$ cat config.mk
export PLATFORM = sky130hd
export DESIGN_NAME = scl_clkdiv
export DESIGN_NICKNAME = d
export VERILOG_FILES = /design/src/rtl/scl_clkdiv_pkg.sv /design/src/rtl/scl_clkdiv_cfg.sv /design/src/rtl/scl_clkdiv_presc.sv /design/src/rtl/scl_clkdiv_phase.sv /design/src/rtl/scl_clkdiv.sv
export SDC_FILE = /design/constraint.sdc
export NUM_CORES = 1
export LEC_CHECK = 0
export ABC_AREA = 1
export BUFFER_PORTS_ARGS = -buffer_cell sky130_fd_sc_hd__buf_2
export CAP_MARGIN = 20
export CORE_ASPECT_RATIO = 1.2
export CORE_MARGIN = 5
export CORE_UTILIZATION = 57
export DETAILED_ROUTE_END_ITERATION = 6
export PLACE_DENSITY_LB_ADDON = 0.25
export SETUP_SLACK_MARGIN = 0.05
export SYNTH_ARGS = -nofsm -noshare
export SYNTH_HDL_FRONTEND = slang
export SYNTH_SLANG_ARGS = --single-unit
$ cat constraint.sdc
create_clock -name clk_i -period 9.5 [get_ports clk_i]
set_input_delay 0.95 -clock clk_i [delete_from_list [all_inputs] [get_ports clk_i]]
set_output_delay 0.95 -clock clk_i [all_outputs]
set_load 0.05 [all_outputs]
$ cat src/rtl/scl_clkdiv_pkg.sv
package scl_clkdiv_pkg;

    localparam int SCGD_W     = 6;   // stretch field width
    localparam int CDF_MAX_W  = 3;   // widest supported prescale field
    localparam int COMP_W     = 8;   // compensation count width
    localparam int PER_W      = 10;  // holds 20 + 8*63 + 255
    localparam int BASE_CYC   = 20;  // fixed part of the period
    localparam int SCGD_SHIFT = 3;   // stretch step of eight ticks

    typedef struct packed {
        logic [CDF_MAX_W-1:0] cdf;
        logic [SCGD_W-1:0]    scgd;
        logic [COMP_W-1:0]    comp;
    } div_cfg_t;

    function automatic logic [PER_W-1:0] period_of(div_cfg_t c);
        return PER_W'(BASE_CYC) + (PER_W'(c.scgd) << SCGD_SHIFT) + PER_W'(c.comp);
    endfunction

endpackage

$ cat src/rtl/scl_clkdiv_cfg.sv
module scl_clkdiv_cfg
    import scl_clkdiv_pkg::*;
#(
    parameter int CDF_W = 3
) (
    input  logic                    clk_i,
    input  logic                    rst_ni,
    input  logic                    wr_i,
    input  logic [CDF_W+SCGD_W-1:0] wdata_i,
    input  logic [COMP_W-1:0]       comp_i,
    input  logic                    busy_i,
    input  logic                    wrap_i,
    output div_cfg_t                act_o,
    output logic                    run_o,
    output logic                    restart_o
);

    localparam int CW = CDF_W + SCGD_W;

    typedef struct packed {
        logic [CW-1:0] shadow;
        logic          pend;
        div_cfg_t      act;
        logic          run;
    } cfg_st_t;

    cfg_st_t q, d;
    logic [CDF_MAX_W-1:0] cdf_ext;
    logic                 apply;

    // Zero-extend the prescale field to the widest supported layout.
    generate
        if (CDF_W < CDF_MAX_W) begin : g_cdf_pad
            assign cdf_ext = {{(CDF_MAX_W-CDF_W){1'b0}}, q.shadow[CDF_W-1:0]};
        end else begin : g_cdf_full
            assign cdf_ext = q.shadow[CDF_MAX_W-1:0];
        end
    endgenerate

    always_comb begin
        d     = q;
        apply = q.pend && !busy_i && (!q.run || wrap_i);
        if (apply) begin
            d.act.cdf  = cdf_ext;
            d.act.scgd = q.shadow[CW-1:CDF_W];
            d.act.comp = comp_i;
            d.run      = 1'b1;
            d.pend     = 1'b0;
        end
        if (wr_i) begin
            d.shadow = wdata_i;
            d.pend   = 1'b1;
        end
    end

    always_ff @(posedge clk_i or negedge rst_ni) begin
        if (!rst_ni) begin
            q <= '0;
        end else begin
            q <= d;
        end
    end

    assign act_o     = q.act;
    assign run_o     = q.run;
    assign restart_o = apply;

    AST_HOLD_WHILE_BUSY: assert property (@(posedge clk_i) disable iff (!rst_ni)
        busy_i |=> $stable(q.act));
    AST_START_NEEDS_WRITE: assert property (@(posedge clk_i) disable iff (!rst_ni)
        $rose(q.run) |-> $past(q.pend));

endmodule

$ cat src/rtl/scl_clkdiv_presc.sv
module scl_clkdiv_presc
    import scl_clkdiv_pkg::*;
(
    input  logic                 clk_i,
    input  logic                 rst_ni,
    input  logic                 run_i,
    input  logic                 restart_i,
    input  logic [CDF_MAX_W-1:0] cdf_i,
    output logic                 ick_en_o
);

    typedef struct packed {
        logic [CDF_MAX_W-1:0] pre;
    } pre_st_t;

    pre_st_t q, d;
    logic    tick;

    always_comb begin
        d    = q;
        tick = run_i && (q.pre == cdf_i);
        if (!run_i || restart_i || tick) begin
            d.pre = '0;
        end else begin
            d.pre = q.pre + CDF_MAX_W'(1);
        end
    end

    always_ff @(posedge clk_i or negedge rst_ni) begin
        if (!rst_ni) begin
            q <= '0;
        end else begin
            q <= d;
        end
    end

    assign ick_en_o = tick;

    AST_PRE_IN_RANGE: assert property (@(posedge clk_i) disable iff (!rst_ni)
        run_i && !restart_i |-> q.pre <= cdf_i);
    AST_TICK_RESTARTS: assert property (@(posedge clk_i) disable iff (!rst_ni)
        tick && !restart_i |=> q.pre == '0);

endmodule

$ cat src/rtl/scl_clkdiv_phase.sv
module scl_clkdiv_phase
    import scl_clkdiv_pkg::*;
(
    input  logic     clk_i,
    input  logic     rst_ni,
    input  logic     run_i,
    input  logic     restart_i,
    input  logic     ick_i,
    input  div_cfg_t cfg_i,
    output logic     scl_low_o,
    output logic     chg_o,
    output logic     smp_o,
    output logic     wrap_o
);

    typedef struct packed {
        logic [PER_W-1:0] cnt;
    } ph_st_t;

    ph_st_t           q, d;
    logic [PER_W-1:0] period;
    logic [PER_W-1:0] low_len;
    logic [PER_W-1:0] high_len;
    logic [PER_W-1:0] chg_pt;
    logic [PER_W-1:0] smp_pt;
    logic             last;

    always_comb begin
        period   = period_of(cfg_i);
        low_len  = (period + PER_W'(1)) >> 1;
        high_len = period - low_len;
        chg_pt   = low_len >> 1;
        smp_pt   = low_len + (high_len >> 1);
        last     = ick_i && (q.cnt == period - PER_W'(1));

        d = q;
        if (!run_i || restart_i || last) begin
            d.cnt = '0;
        end else if (ick_i) begin
            d.cnt = q.cnt + PER_W'(1);
        end
    end

    always_ff @(posedge clk_i or negedge rst_ni) begin
        if (!rst_ni) begin
            q <= '0;
        end else begin
            q <= d;
        end
    end

    assign scl_low_o = run_i && (q.cnt < low_len);
    assign chg_o     = ick_i && (q.cnt == chg_pt);
    assign smp_o     = ick_i && (q.cnt == smp_pt);
    assign wrap_o    = last;

    AST_CNT_IN_RANGE: assert property (@(posedge clk_i) disable iff (!rst_ni)
        q.cnt < period_of(cfg_i));
    AST_STROBE_EXCL: assert property (@(posedge clk_i) disable iff (!rst_ni)
        !(chg_o && smp_o));
    AST_CHG_IN_LOW: assert property (@(posedge clk_i) disable iff (!rst_ni)
        chg_o |-> scl_low_o);
    AST_SMP_IN_HIGH: assert property (@(posedge clk_i) disable iff (!rst_ni)
        smp_o |-> !scl_low_o);

endmodule

$ cat src/rtl/scl_clkdiv.sv
module scl_clkdiv
    import scl_clkdiv_pkg::*;
#(
    parameter int CDF_W = 3
) (
    input  logic                    clk_i,
    input  logic                    rst_ni,
    input  logic                    cfg_wr_i,
    input  logic [CDF_W+SCGD_W-1:0] cfg_wdata_i,
    input  logic [COMP_W-1:0]       comp_i,
    input  logic                    busy_i,
    output logic                    ick_en_o,
    output logic                    scl_low_o,
    output logic                    chg_stb_o,
    output logic                    smp_stb_o
);

    div_cfg_t act;
    logic     run;
    logic     restart;
    logic     wrap;
    logic     ick;

    scl_clkdiv_cfg #(.CDF_W(CDF_W)) u_cfg (
        .clk_i     (clk_i),
        .rst_ni    (rst_ni),
        .wr_i      (cfg_wr_i),
        .wdata_i   (cfg_wdata_i),
        .comp_i    (comp_i),
        .busy_i    (busy_i),
        .wrap_i    (wrap),
        .act_o     (act),
        .run_o     (run),
        .restart_o (restart)
    );

    scl_clkdiv_presc u_presc (
        .clk_i     (clk_i),
        .rst_ni    (rst_ni),
        .run_i     (run),
        .restart_i (restart),
        .cdf_i     (act.cdf),
        .ick_en_o  (ick)
    );

    scl_clkdiv_phase u_phase (
        .clk_i     (clk_i),
        .rst_ni    (rst_ni),
        .run_i     (run),
        .restart_i (restart),
        .ick_i     (ick),
        .cfg_i     (act),
        .scl_low_o (scl_low_o),
        .chg_o     (chg_stb_o),
        .smp_o     (smp_stb_o),
        .wrap_o    (wrap)
    );

    assign ick_en_o = ick;

    AST_IDLE_QUIET: assert property (@(posedge clk_i) disable iff (!rst_ni)
        !run |-> !scl_low_o && !ick_en_o && !chg_stb_o && !smp_stb_o);
    AST_STB_ON_TICK: assert property (@(posedge clk_i) disable iff (!rst_ni)
        (chg_stb_o || smp_stb_o) |-> ick_en_o);

endmodule

==> summary.txt <==
Clock Tree Root - clkbuf_8
Final HPWL DP - 6980 um
post-synthesis sequential area ratio - 26.4%
total setup buffers inserted after CTS - 0
Inst Count DP - 666
Setup Viol. Count Final - 0
first-pass GRT wire length - 15600 um
synthesis-to-finish area growth - 6.99%
commonest non-fill, non-tap cells in the layout - 177 x nand2_1, 59 x inv_1, 57 x nand3_1
Worst Path Arrival - 5.11 ns
non-filler cells, final - 674
# IOs - 25
Clock Pin Slew Worst Setup and Hold Paths - 0.08 ns
required time of the critical path - 8.55 ns
most common cell after layout, fill and taps aside - nand2_1
worst skew pair latency - 0.29 ns
# clock sinks - 41
Setup crit start kind - flip-flop
Slew Limit Fails - 0
post-CTS resize count - 0
f_max - 0.165 GHz
Async S/R FF share, synth - 100%
RSZ-0062 raised after global routing - false
CTS tree - built
Post-synth EDFFs - 0
Yosys cell types - 37
Vias - 3672
chip width - 85.3 um
Final #Nets - 652
Starting Density - 57.7%
Least-Margin Pin Slew - 0.930 ns
Routed Antenna Nets - 0
clock buffer depth - 2
Crit Path Class - flip-flop to primary output
MaxCap Viol Count - 0
Final Skew - 0.00428 ns
Mapped Nets - 628
fin crit share - 63.8%
min-delay worst type - flip-flop to flip-flop
Post-Synthesis Cell Area - 3880 um2
initial antenna violation count - 0
Synth Flop Type - dfrtp_1
GPL Wtd Cong - 0.947
Die Height - 100 um
Detailed Route WL - 8650 um
minimum clock period - 6.06 ns
drc violations - 0
Rel. slew slack - 38.0%
Fin Hold WS - 0.476 ns
WL/cell - 12.8 um
H-tree depth - 2
Fillers - 645
port bufs - 24
Yosys warnings - 0
total global routing overflow - 0
Hold Violations, Final - 0
setup TNS - 0 ns
via density per instance - 5.45
status - finished clean
Seq cells post-synth - 41
Pre-Repair DR Iteration Count - 4
GRT Util Overall - 21.9%
post-synthesis cell count - 562
Core Area - 6730 um2
layout cells sized above 1 - 10.7%
critical path peak fanout - 5
crit path capture type - primary output
Mapped Avg Cell Area - 6.91 um2
site row count - 33
Ant. Diodes - 0
TritonCTS Buffers - 5
Iter 0 DRT Violations - 213
die area - 8570 um2
vias in the first global route - 3592
largest net degree at the start of global routing - 42
CTS Hold Bufs - 0
kinds of logic after synthesis:
| family | after synthesis | synth area share, % |
|---|---|---|
| simple gates | 320 | 36.1 |
| fa+ha+maj | 45 | 15.1 |
| compound gates | 43 | 6.22 |
| buf+inv | 78 | 7.93 |
| xor+xnor | 35 | 8.25 |
| flops | 41 | 26.4 |
critical path: stages, from the launching register on:
cell,delay [ns]
dfrtp_1,0.40
ha_1,0.33
ha_1,0.20
inv_1,0.07
fa_1,0.50
or2_0,0.27
nand2_1,0.07
inv_1,0.03
nor2_1,0.19
inv_1,0.11
ha_1,0.37
nand2_1,0.08
nor4_1,0.17
nor2_1,0.11
o21ai_0,0.28
xnor2_1,0.16
inv_1,0.05
ha_1,0.33
a21oi_1,0.22
nand2_1,0.10
xnor2_1,0.20
nor2_1,0.06
nor2_1,0.10
nand3_1,0.07
nor2_1,0.08
buf_2,0.26
flip-flops by register name, summed over array words and instances (netlist names):
name and cells:
u_cfg.cdf_ext 3, u_phase.q 10, u_cfg.run_o 1, u_presc.q 3, u_cfg.act_o 17, u_cfg.q 7
synth_stat cells (4+ instances only):
library cell / n / area, um2
nand2_1: 177 / 664
inv_1: 59 / 221
nand3_1: 57 / 285
nor2_1: 47 / 176
ha_1: 42 / 526
dfrtp_1: 41 / 1030
a21oi_1: 24 / 120
xor2_1: 21 / 184
xnor2_1: 13 / 114
inv_2: 10 / 37.5
nand2_2: 9 / 56.3
nand4_1: 7 / 43.8
o21ai_0: 7 / 35.0
nand3_2: 5 / 50.1
clkbuf_1: 4 / 15.0
nor3_1: 4 / 20.0
layout make-up:
class	instances	area [um2]	area share [%]
multi-input cells	443	2550	61.4
flip-flops and latches	41	1030	24.7
inverters	71	267	6.42
repair buffers	24	120	2.89
well taps	87	109	2.62
clock buffers	7	76.3	1.84
clock inverters	1	7.51	0.181
through the flow:
stage | util (%) | setup WS (ns) | area [um2]
6_report | 61.7 | 3.44 | 4150
5_1_grt | 61.7 | 2.93 | 4150
4_1_cts | 61.7 | 3.40 | 4150
3_5_place_dp | 60.5 | 3.75 | 4070
3_3_place_gp | 60.5 | 3.90 | 4070
2_1_floorplan | - | 3.90 | 3880
per-layer routing:
| metal | up-vias | routed length (um) | global-route usage, % |
|---|---|---|---|
| met5 | - | 0 | 0 |
| met4 | 0 | 309 | 9.38 |
| met3 | 24 | 242 | 1.48 |
| met2 | 75 | 4520 | 40.5 |
| met1 | 1723 | 3580 | 25.7 |
| li1 | 1850 | - | - |
final timing paths:
kind	startpoint	to	slack, ns	cells past startpoint
worst max register to register	u_cfg.act_o[8]	u_cfg.act_o[3]	6.18	19
worst min register to register	u_cfg.q[25]	u_cfg.q[25]	0.48	2
worst max-delay path	u_cfg.act_o[8]	smp_stb_o	3.44	25
min in group asynchronous	rst_ni	u_cfg.act_o[16]	0.80	1
max in group asynchronous	rst_ni	u_cfg.q[18]	8.13	1
worst min-delay path	u_cfg.q[25]	u_cfg.q[25]	0.48	2
Power is not shown: default switching activity piles up to over one toggle a cycle in this logic, so the estimate is an artifact.
